### src/rtl/chain_adc_pkg.sv
package chain_adc_pkg;
  typedef enum logic [2:0] {
    ST_IDLE,
    ST_SETUP,
    ST_CNV,
    ST_WAIT,
    ST_SHIFT
  } rd_state_e;
endpackage

### src/rtl/chain_timer.sv
module chain_timer #(
  parameter int W       = 8,
  parameter int RST_VAL = 0
) (
  input  logic         clk_i,
  input  logic         rst_ni,
  input  logic         clr_i,
  input  logic [W-1:0] limit_i,
  output logic         hit_o
);
  logic [W-1:0] cnt_q;

  always_ff @(posedge clk_i or negedge rst_ni) begin
    if (!rst_ni)             cnt_q <= W'(RST_VAL);
    else if (clr_i)          cnt_q <= '0;
    else if (cnt_q < limit_i) cnt_q <= cnt_q + 1'b1;
  end

  assign hit_o = (cnt_q >= limit_i);
endmodule

### src/rtl/chain_sck_gen.sv
module chain_sck_gen #(
  parameter int DIV = 2
) (
  input  logic clk_i,
  input  logic rst_ni,
  input  logic en_i,
  output logic sck_o,
  output logic rise_o,
  output logic fall_o
);
  localparam int CW = (DIV > 1) ? $clog2(DIV) : 1;

  logic [CW-1:0] cnt_q;
  logic          sck_q;
  logic          last;

  assign last = (cnt_q == CW'(DIV - 1));

  always_ff @(posedge clk_i or negedge rst_ni) begin
    if (!rst_ni) begin
      cnt_q <= '0;
      sck_q <= 1'b0;
    end else if (!en_i) begin
      cnt_q <= '0;
      sck_q <= 1'b0;
    end else if (last) begin
      cnt_q <= '0;
      sck_q <= ~sck_q;
    end else begin
      cnt_q <= cnt_q + 1'b1;
    end
  end

  // strobes mark the cycle whose closing edge moves sck
  assign rise_o = en_i & last & ~sck_q;
  assign fall_o = en_i & last & sck_q;
  assign sck_o  = sck_q;
endmodule

### src/rtl/chain_deser.sv
module chain_deser #(
  parameter int WORD_W    = 16,
  parameter int NUM_WORDS = 4
) (
  input  logic                          clk_i,
  input  logic                          rst_ni,
  input  logic                          clr_i,
  input  logic                          shift_i,
  input  logic                          bit_i,
  output logic [NUM_WORDS*WORD_W-1:0]   words_o
);
  localparam int TOTAL = NUM_WORDS * WORD_W;

  logic [TOTAL-1:0] shreg_q;

  always_ff @(posedge clk_i or negedge rst_ni) begin
    if (!rst_ni)      shreg_q <= '0;
    else if (clr_i)   shreg_q <= '0;
    else if (shift_i) shreg_q <= {shreg_q[TOTAL-2:0], bit_i};
  end

  // first word received lands in the low slot
  for (genvar k = 0; k < NUM_WORDS; k++) begin : g_split
    assign words_o[k*WORD_W +: WORD_W] = shreg_q[TOTAL-1-k*WORD_W -: WORD_W];
  end
endmodule

### src/rtl/chain_adc_reader.sv
module chain_adc_reader
  import chain_adc_pkg::*;
#(
  parameter int NUM_DEV      = 4,
  parameter int WORD_W       = 16,
  parameter int SCK_DIV      = 2,
  parameter int CONV_CYC     = 150,
  parameter int BUSY_TIMEOUT = 400,
  parameter int MIN_CYCLE    = 600
) (
  input  logic                      clk_i,
  input  logic                      rst_ni,
  input  logic                      start_i,
  input  logic                      busy_mode_i,
  input  logic                      sdo_i,
  output logic                      cnv_o,
  output logic                      sck_o,
  output logic [NUM_DEV*WORD_W-1:0] words_o,
  output logic                      valid_o,
  output logic                      timeout_o
);
  localparam int TOTAL    = NUM_DEV * WORD_W;
  localparam int CW       = $clog2(TOTAL + 2);
  localparam int WAIT_MAX = (CONV_CYC > BUSY_TIMEOUT) ? CONV_CYC : BUSY_TIMEOUT;
  localparam int TW       = $clog2(WAIT_MAX + 1);
  localparam int MW       = $clog2(MIN_CYCLE + 1);

  rd_state_e        state_q;
  logic             mode_q, cnv_q, valid_q, tmo_q;
  logic [CW-1:0]    clk_cnt_q;
  logic [TOTAL-1:0] words_q;
  logic [TOTAL-1:0] deser_words;
  logic [TW-1:0]    wait_lim;
  logic             wait_hit, gap_ok;
  logic             gen_sck, sck_rise, sck_fall;
  logic             last_clk, take_bit;

  assign wait_lim = mode_q ? TW'(BUSY_TIMEOUT) : TW'(CONV_CYC);
  assign last_clk = (clk_cnt_q == (mode_q ? CW'(TOTAL) : CW'(TOTAL - 1)));
  // flag mode: first sampled bit is the completion flag itself
  assign take_bit = sck_rise & ~(mode_q & (clk_cnt_q == '0));

  chain_timer #(.W(MW), .RST_VAL(MIN_CYCLE)) i_gap_timer (
    .clk_i   (clk_i),
    .rst_ni  (rst_ni),
    .clr_i   (state_q == ST_SETUP),
    .limit_i (MW'(MIN_CYCLE)),
    .hit_o   (gap_ok)
  );

  chain_timer #(.W(TW), .RST_VAL(0)) i_wait_timer (
    .clk_i   (clk_i),
    .rst_ni  (rst_ni),
    .clr_i   (state_q == ST_CNV),
    .limit_i (wait_lim),
    .hit_o   (wait_hit)
  );

  chain_sck_gen #(.DIV(SCK_DIV)) i_sck_gen (
    .clk_i  (clk_i),
    .rst_ni (rst_ni),
    .en_i   (state_q == ST_SHIFT),
    .sck_o  (gen_sck),
    .rise_o (sck_rise),
    .fall_o (sck_fall)
  );

  chain_deser #(.WORD_W(WORD_W), .NUM_WORDS(NUM_DEV)) i_deser (
    .clk_i   (clk_i),
    .rst_ni  (rst_ni),
    .clr_i   (state_q == ST_WAIT),
    .shift_i (take_bit),
    .bit_i   (sdo_i),
    .words_o (deser_words)
  );

  always_ff @(posedge clk_i or negedge rst_ni) begin
    if (!rst_ni) begin
      state_q   <= ST_IDLE;
      mode_q    <= 1'b0;
      cnv_q     <= 1'b0;
      valid_q   <= 1'b0;
      tmo_q     <= 1'b0;
      clk_cnt_q <= '0;
      words_q   <= '0;
    end else begin
      valid_q <= 1'b0;
      tmo_q   <= 1'b0;
      unique case (state_q)
        ST_IDLE: begin
          if (start_i && gap_ok) begin
            mode_q  <= busy_mode_i;
            state_q <= ST_SETUP;
          end
        end
        ST_SETUP: begin
          cnv_q   <= 1'b1;
          state_q <= ST_CNV;
        end
        ST_CNV: state_q <= ST_WAIT;
        ST_WAIT: begin
          clk_cnt_q <= '0;
          if (mode_q) begin
            if (sdo_i) state_q <= ST_SHIFT;
            else if (wait_hit) begin
              cnv_q   <= 1'b0;
              tmo_q   <= 1'b1;
              state_q <= ST_IDLE;
            end
          end else if (wait_hit) begin
            state_q <= ST_SHIFT;
          end
        end
        ST_SHIFT: begin
          if (sck_fall) begin
            clk_cnt_q <= clk_cnt_q + 1'b1;
            if (last_clk) begin
              cnv_q   <= 1'b0;
              valid_q <= 1'b1;
              words_q <= deser_words;
              state_q <= ST_IDLE;
            end
          end
        end
        default: state_q <= ST_IDLE;
      endcase
    end
  end

  assign sck_o     = (state_q == ST_SETUP || state_q == ST_CNV) ? mode_q : gen_sck;
  assign cnv_o     = cnv_q;
  assign valid_o   = valid_q;
  assign timeout_o = tmo_q;
  assign words_o   = words_q;
endmodule

### config.mk
export PLATFORM = sky130hd
export DESIGN_NAME = chain_adc_reader
export DESIGN_NICKNAME = d
export VERILOG_FILES = /design/src/rtl/chain_adc_pkg.sv /design/src/rtl/chain_timer.sv /design/src/rtl/chain_sck_gen.sv /design/src/rtl/chain_deser.sv /design/src/rtl/chain_adc_reader.sv
export SDC_FILE = /design/constraint.sdc
export NUM_CORES = 1
export LEC_CHECK = 0
export BUFFER_PORTS_ARGS = -buffer_cell sky130_fd_sc_hd__buf_2
export CAP_MARGIN = 0
export CORE_MARGIN = 2
export CORE_UTILIZATION = 45
export CTS_CLUSTER_DIAMETER = 80
export DETAILED_ROUTE_END_ITERATION = 10
export HOLD_SLACK_MARGIN = 0.02
export PLACE_DENSITY = 0.73
export REMOVE_ABC_BUFFERS = 1
export SLEW_MARGIN = 20
export SYNTH_ARGS = -nofsm -noshare
export SYNTH_HDL_FRONTEND = slang
export SYNTH_HIERARCHICAL = 1
export SYNTH_SLANG_ARGS = --single-unit
### constraint.sdc
create_clock -name clk_i -period 3.2 [get_ports clk_i]
set_input_delay 0.64 -clock clk_i [delete_from_list [all_inputs] [get_ports clk_i]]
set_output_delay 0.64 -clock clk_i [all_outputs]
set_load 0.005 [all_outputs]
# [Yosys cells after proc, flatten, opt, wreduce, memory -nomap -nowiden]
# Index checks and enable logic that the tools add are counted.
[word_totals] regBits=163 in_bits=5 out_inout_bits=68 word_cells=91
[classes] addsub=4 n_lt_le_gt_ge=4 eq_ne=14 n_mux=36 bitwise=7 reduce_logical=14
[ops] op="$mux 64" count=2
[ops] op="$mux 9" count=3
[ops] op="$mux 3" count=7
[ops] op="$mux 10" count=2
[ops] op="$mux 1" count=17
[ops] op="$pmux 3 s5" count=1
[ops] op="$mux 7" count=2
[ops] op="$ne 2x2->1 const B" count=7
[ops] op="$pmux 7 s2" count=1
[ops] op="$add 10x1->10 const B" count=1
[ops] op="$ge 10x10->1 const B" count=1
[ops] op="$lt 10x10->1 const B" count=1
[ops] op="$add 9x1->9 const B" count=1
[ops] op="$ge 9x9->1" count=1
[ops] op="$lt 9x9->1" count=1
[ops] op="$reduce_bool 2->1" count=4
[ops] op="$add 7x1->7 const B" count=1
[ops] op="$eq 7x7->1" count=1
[ops] op="$logic_not 7->1" count=1
[ops] op="$eq 3x2->1 const B" count=2
[ops] op="$ne 3x3->1 const B" count=2
[ops] op="$reduce_and 6->1" count=1
[ops] op="$and 1x1->1" count=5
[ops] op="$reduce_and 5->1" count=1
[ops] op="other kinds (11)" count=13

# [Depth between registers and ports, before layout]
[depth] word_depth=6 depth_mapped=13 ltp_nobuf=11

# [Modules after synthesis]
# Netlist, hierarchy kept.
[modules_own_cells] mod="chain_adc_reader" instances=1 cells_per_inst=229 area_per_inst_um2=3384.5 seq_area_each_um2=1951.9
[modules_own_cells] mod="chain_deser" instances=1 cells_per_inst=206 area_per_inst_um2=2611.3 seq_area_each_um2=1601.5
[modules_own_cells] mod="chain_timer at i_gap_timer" instances=1 cells_per_inst=93 area_per_inst_um2=817.0 seq_area_each_um2=255.2
[modules_own_cells] mod="chain_timer at i_wait_timer" instances=1 cells_per_inst=79 area_per_inst_um2=693.2 seq_area_each_um2=225.2
[modules_own_cells] mod="chain_sck_gen" instances=1 cells_per_inst=8 area_per_inst_um2=88.8 seq_area_each_um2=50.0

# [Worst setup path after synthesis]
# OpenSTA, ideal clock, no wires.
[synth_path] path_type="register to register" from="register mode_q" to="register cnv_q, in the netlist cnv_o" setup_time_ns=0.077 arrival_time_ns=2.306 t_required_ns=3.123 path_slack_ns=0.816 path_stages_with_launch=14 n_path_buf=2 period_less_slack_ns=2.384 cell_sequence="dfrtp_1 clkbuf_1 inv_1 inv_1 ha_1 and4_1 a21oi_2 o211ai_2 buf_2 a31o_2 nand3b_1 o21ai_0 a21o_1 a21oi_1"
[synth_via] elab_chain_cells=4 elab_cells_between_ends=8 cone_classes="order compare: 1; eq/ne: 4; mux: 2; reduce/logical: 1"
[synth_lines] item="start, declared" line="chain_adc_reader.sv:29" rtl="logic mode_q, cnv_q, valid_q, tmo_q;"
[synth_lines] item="start signal, assigned" line="chain_adc_reader.sv:92" rtl="mode_q <= busy_mode_i;"
[synth_lines] item="$mux 9" line="chain_adc_reader.sv:38" rtl="assign wait_lim = mode_q ? TW'(BUSY_TIMEOUT) : TW'(CONV_CYC);"
[synth_lines] item="net wait_lim[1]" line="chain_adc_reader.sv:33" rtl="logic [TW-1:0] wait_lim;"
[synth_lines] item="$ge 9x9->1" line="chain_timer.sv:19" rtl="assign hit_o = (cnt_q >= limit_i);"
[synth_lines] item="net wait_hit" line="chain_adc_reader.sv:34" rtl="logic wait_hit, gap_ok;"
[synth_lines] item="$ne 2x2->1 (no line)"
[synth_lines] item="$reduce_and 6->1 (no line)"
[synth_lines] item="end signal, assigned" line="chain_adc_reader.sv:81" rtl="cnv_q <= 1'b0;"
[synth_lines] item="end signal, assigned" line="chain_adc_reader.sv:97" rtl="cnv_q <= 1'b1;"
[synth_lines] item="end signal, assigned" line="chain_adc_reader.sv:106" rtl="cnv_q <= 1'b0;"
[synth_lines] item="end, declared" line="chain_adc_reader.sv:29"
# The timed path passes the listed nets, and every way through them passes these cells.
# A chain may end at the register's enable or synchronous reset.

# [Worst setup path after layout]
# Same ends and word-level chain as after synthesis.

==> results.toml <==
[synth]
postSynthAreaPerCell_sq_um = 12.3
synth_cell_type_count = 55
ys.flop_type = "dfrtp_1"
syn_inst = 615
synthArstFlopShare_pct = 100
synth-seq-cells = 163
synth_edf_count = 0
yosysSeqAreaShare_pct = 53.8
synth_area_sq_mm = 0.00759
yosysWarnings = 6

[timing]
fin_crit_sh_pct = 84.5
slew_headroom_pct = 34.5
finalSetupViolations = 0
max_freq_ghz = 0.370
slew_viol_final = 0
worst_pin_slew_ps = 979
fin_crit_ps = 2700
setup_tns_ps = 0
fin_hold_ws_ps = 191
rsz0062_at_grt = "false"
hold_viol = 0
skew_ps = 9.33

[pwr]
power.density_mw_per_mm2 = 570
peakVddDrop_mv = 0.348
power.total_mw = 4.99
leakagePower_nw = 4.51

[drt]
wire_per_inst_microns = 15.0
vias_per_cell = 5.11
vias = 4754
routed_wirelength_mm = 14.0
drc = 0
ant_nets = 0
drt_iter0_markers = 255
dr.pass1.iters = 6

[layout]
n_fill_cell = 1356
syn2layout_area_growth_pct = 15.3
drive_above_1_share_pct = 26.0
n_antenna_cell = 0
fin_nets = 726
final_area_sq_mm = 0.00875
fin_util_pct = 53.0

[grt]
grt_pass1_vias = 4821
track_usage_pct = 16.3
gr-total-overflow = 0
grt_pass1_wl_mm = 23.5
grt_max_degree = 65
antenna_found_initial = 0

[clock_tree]
cts_root_buf = "clkbuf_16"
post-cts-setup-buffers = 0
cts-resized-gates = 0
clock_path_buffers = 2
cts.reportedPaths.clkPinSlew_ps = 60
htreeDepth = 4
cts_tree = "done"
cts_sinks = 163
holdBufCountCts = 0
clk_latency_ps = 420
cts_inserted_buffers = 17

[placement]
post-dp-hpwl_mm = 9.41
gp_routability_congestion = 0.847
io_buffers = 72
dpl_cell_area_sq_mm = 0.00817

[critical_path]
r2r_end = "cnv_o"
worstReg2RegStart = "mode_q"
crit_path_start_kind = "register"
arrival_ps = 3000
critical_path_required_ps = 3490
end_kind = "register"
r2r_setup_slack_ps = 500
r2r_cells = 11
crit_fanout = 17
path_class = "reg -> reg"

[die]
die_h_microns = 134
die-area_sq_mm = 0.0179
die-width_microns = 134
core_region_area_sq_mm = 0.0165
row_count = 47
num_io_pins = 73
start_util_pct = 46.0

[run]
drv_cap = 0

[hold_path]
hold_class = "in -> async"

[run_status]
outcome = "finished, final reports clean"
==> registers in the layout (all words and copies together) (netlist names) <==
signal              flops
cnv_o                   1
i_sck_gen/sck_o         1
i_sck_gen/cnt_q         1
i_wait_timer/cnt_q      9
i_gap_timer/cnt_q      10
mode_q                  1
state_q                 3
words_o                64
i_deser/shreg_q        64
clk_cnt_q               7
timeout_o               1
valid_o                 1
==> metrics by stage <==
stage,worst slack [ps],std cells
floorplan,-3040,599
global placement,612,899
detailed placement,531,899
CTS,518,931
global route,287,931
finish,496,931
==> report_power, final <==
group          internal (mW)  switching (mW)
clock                   1.14           0.805
sequential              2.15           0.139
combinational          0.247           0.512
==> worst max-delay path: stages, from the launching register on <==
cell      delay [ps]
dfrtp_1          530
inv_1            190
inv_1             60
ha_1             280
and4_1           240
a21oi_2           70
o211ai_2         520
a31o_2           240
nand3b_1         100
o21ai_0          180
a21o_1           130
a21oi_1           40
==> cell families after synthesis <==
logic type               share of synthesized area, %
AO/OA/AOI/OAI                                    5.12
adder cells (fa/ha/maj)                          3.79
buffers and inverters                            4.78
multiplexers                                     21.3
flip-flops                                       53.8
XOR/XNOR                                        0.923
other                                          0.0989
AND/OR/NAND/NOR                                  10.3
==> final cells by class <==
type,count,area (sq um),area share (%)
Timing Repair Buffer,80,464,5.30
Clock inverter,11,104,1.19
Sequential cell,163,4080,46.7
Clock buffer,21,470,5.37
Multi-Input combinational cell,404,3240,37.0
Inverter,32,120,1.37
Tap cell,220,275,3.14
==> worst max-delay path by stage <==
stage | from | to | slack, ps | cells after the start
after CTS | mode_q | cnv_o | 520 | 11
after global routing | mode_q | cnv_o | 290 | 11
after detailed placement | mode_q | cnv_o | 530 | 11
after floorplan | state_q[0] | i_deser/shreg_q[0] | -3040 | 9
after global placement | mode_q | cnv_o | 610 | 11
final | mode_q | cnv_o | 500 | 11
==> routing by layer <==
layer	vias up	part of all wire, %	GRT usage, %
met5	-	0	0
met4	0	1.2	5.44
met3	16	3.5	4.31
met2	75	49	26.9
met1	2393	46	20.9
li1	2270	-	-
==> synth_stat cells (all sizes together), types with 4 or more instances <==
cell type / instances / area, sq um
dfrtp: 159 / 3980
nor2: 88 / 330
mux2: 68 / 953
mux2i: 66 / 661
inv: 32 / 120
buf: 27 / 230
a21oi: 23 / 126
ha: 23 / 288
nand2: 22 / 82.6
o21ai: 15 / 78.8
nand3: 7 / 35.0
or3: 7 / 43.8
and4: 6 / 52.6
nand4: 6 / 37.5
xor2: 6 / 52.6
o31ai: 5 / 37.5
and3: 4 / 26.3
dfstp: 4 / 105
nor2b: 4 / 25.0
nor3: 4 / 20.0
==> cell usage in the layout (no fill, tap or decap), types with 4 or more instances in the layout <==
master | Yosys | routed
dfrtp_1 | 159 | 159
nor2_1 | 88 | 88
buf_2 | 7 | 71
mux2i_1 | 66 | 66
mux2_4 | 50 | 50
inv_1 | 32 | 31
ha_1 | 23 | 23
nand2_1 | 22 | 22
a21oi_1 | 20 | 20
clkbuf_16 | 0 | 17
conb_1 | 2 | 16
o21ai_0 | 13 | 13
mux2_1 | 13 | 13
nand3_1 | 7 | 7
or3_1 | 7 | 7
and4_1 | 6 | 6
xor2_1 | 6 | 6
nand4_1 | 6 | 6
o31ai_1 | 5 | 5
mux2_2 | 5 | 5
buf_4 | 0 | 5
nor3_1 | 4 | 4
clkinv_4 | 0 | 4
clkinv_2 | 0 | 4
nor2b_1 | 4 | 4
dfstp_2 | 4 | 4
No activity file was read; power rests on OpenSTA's default activity.
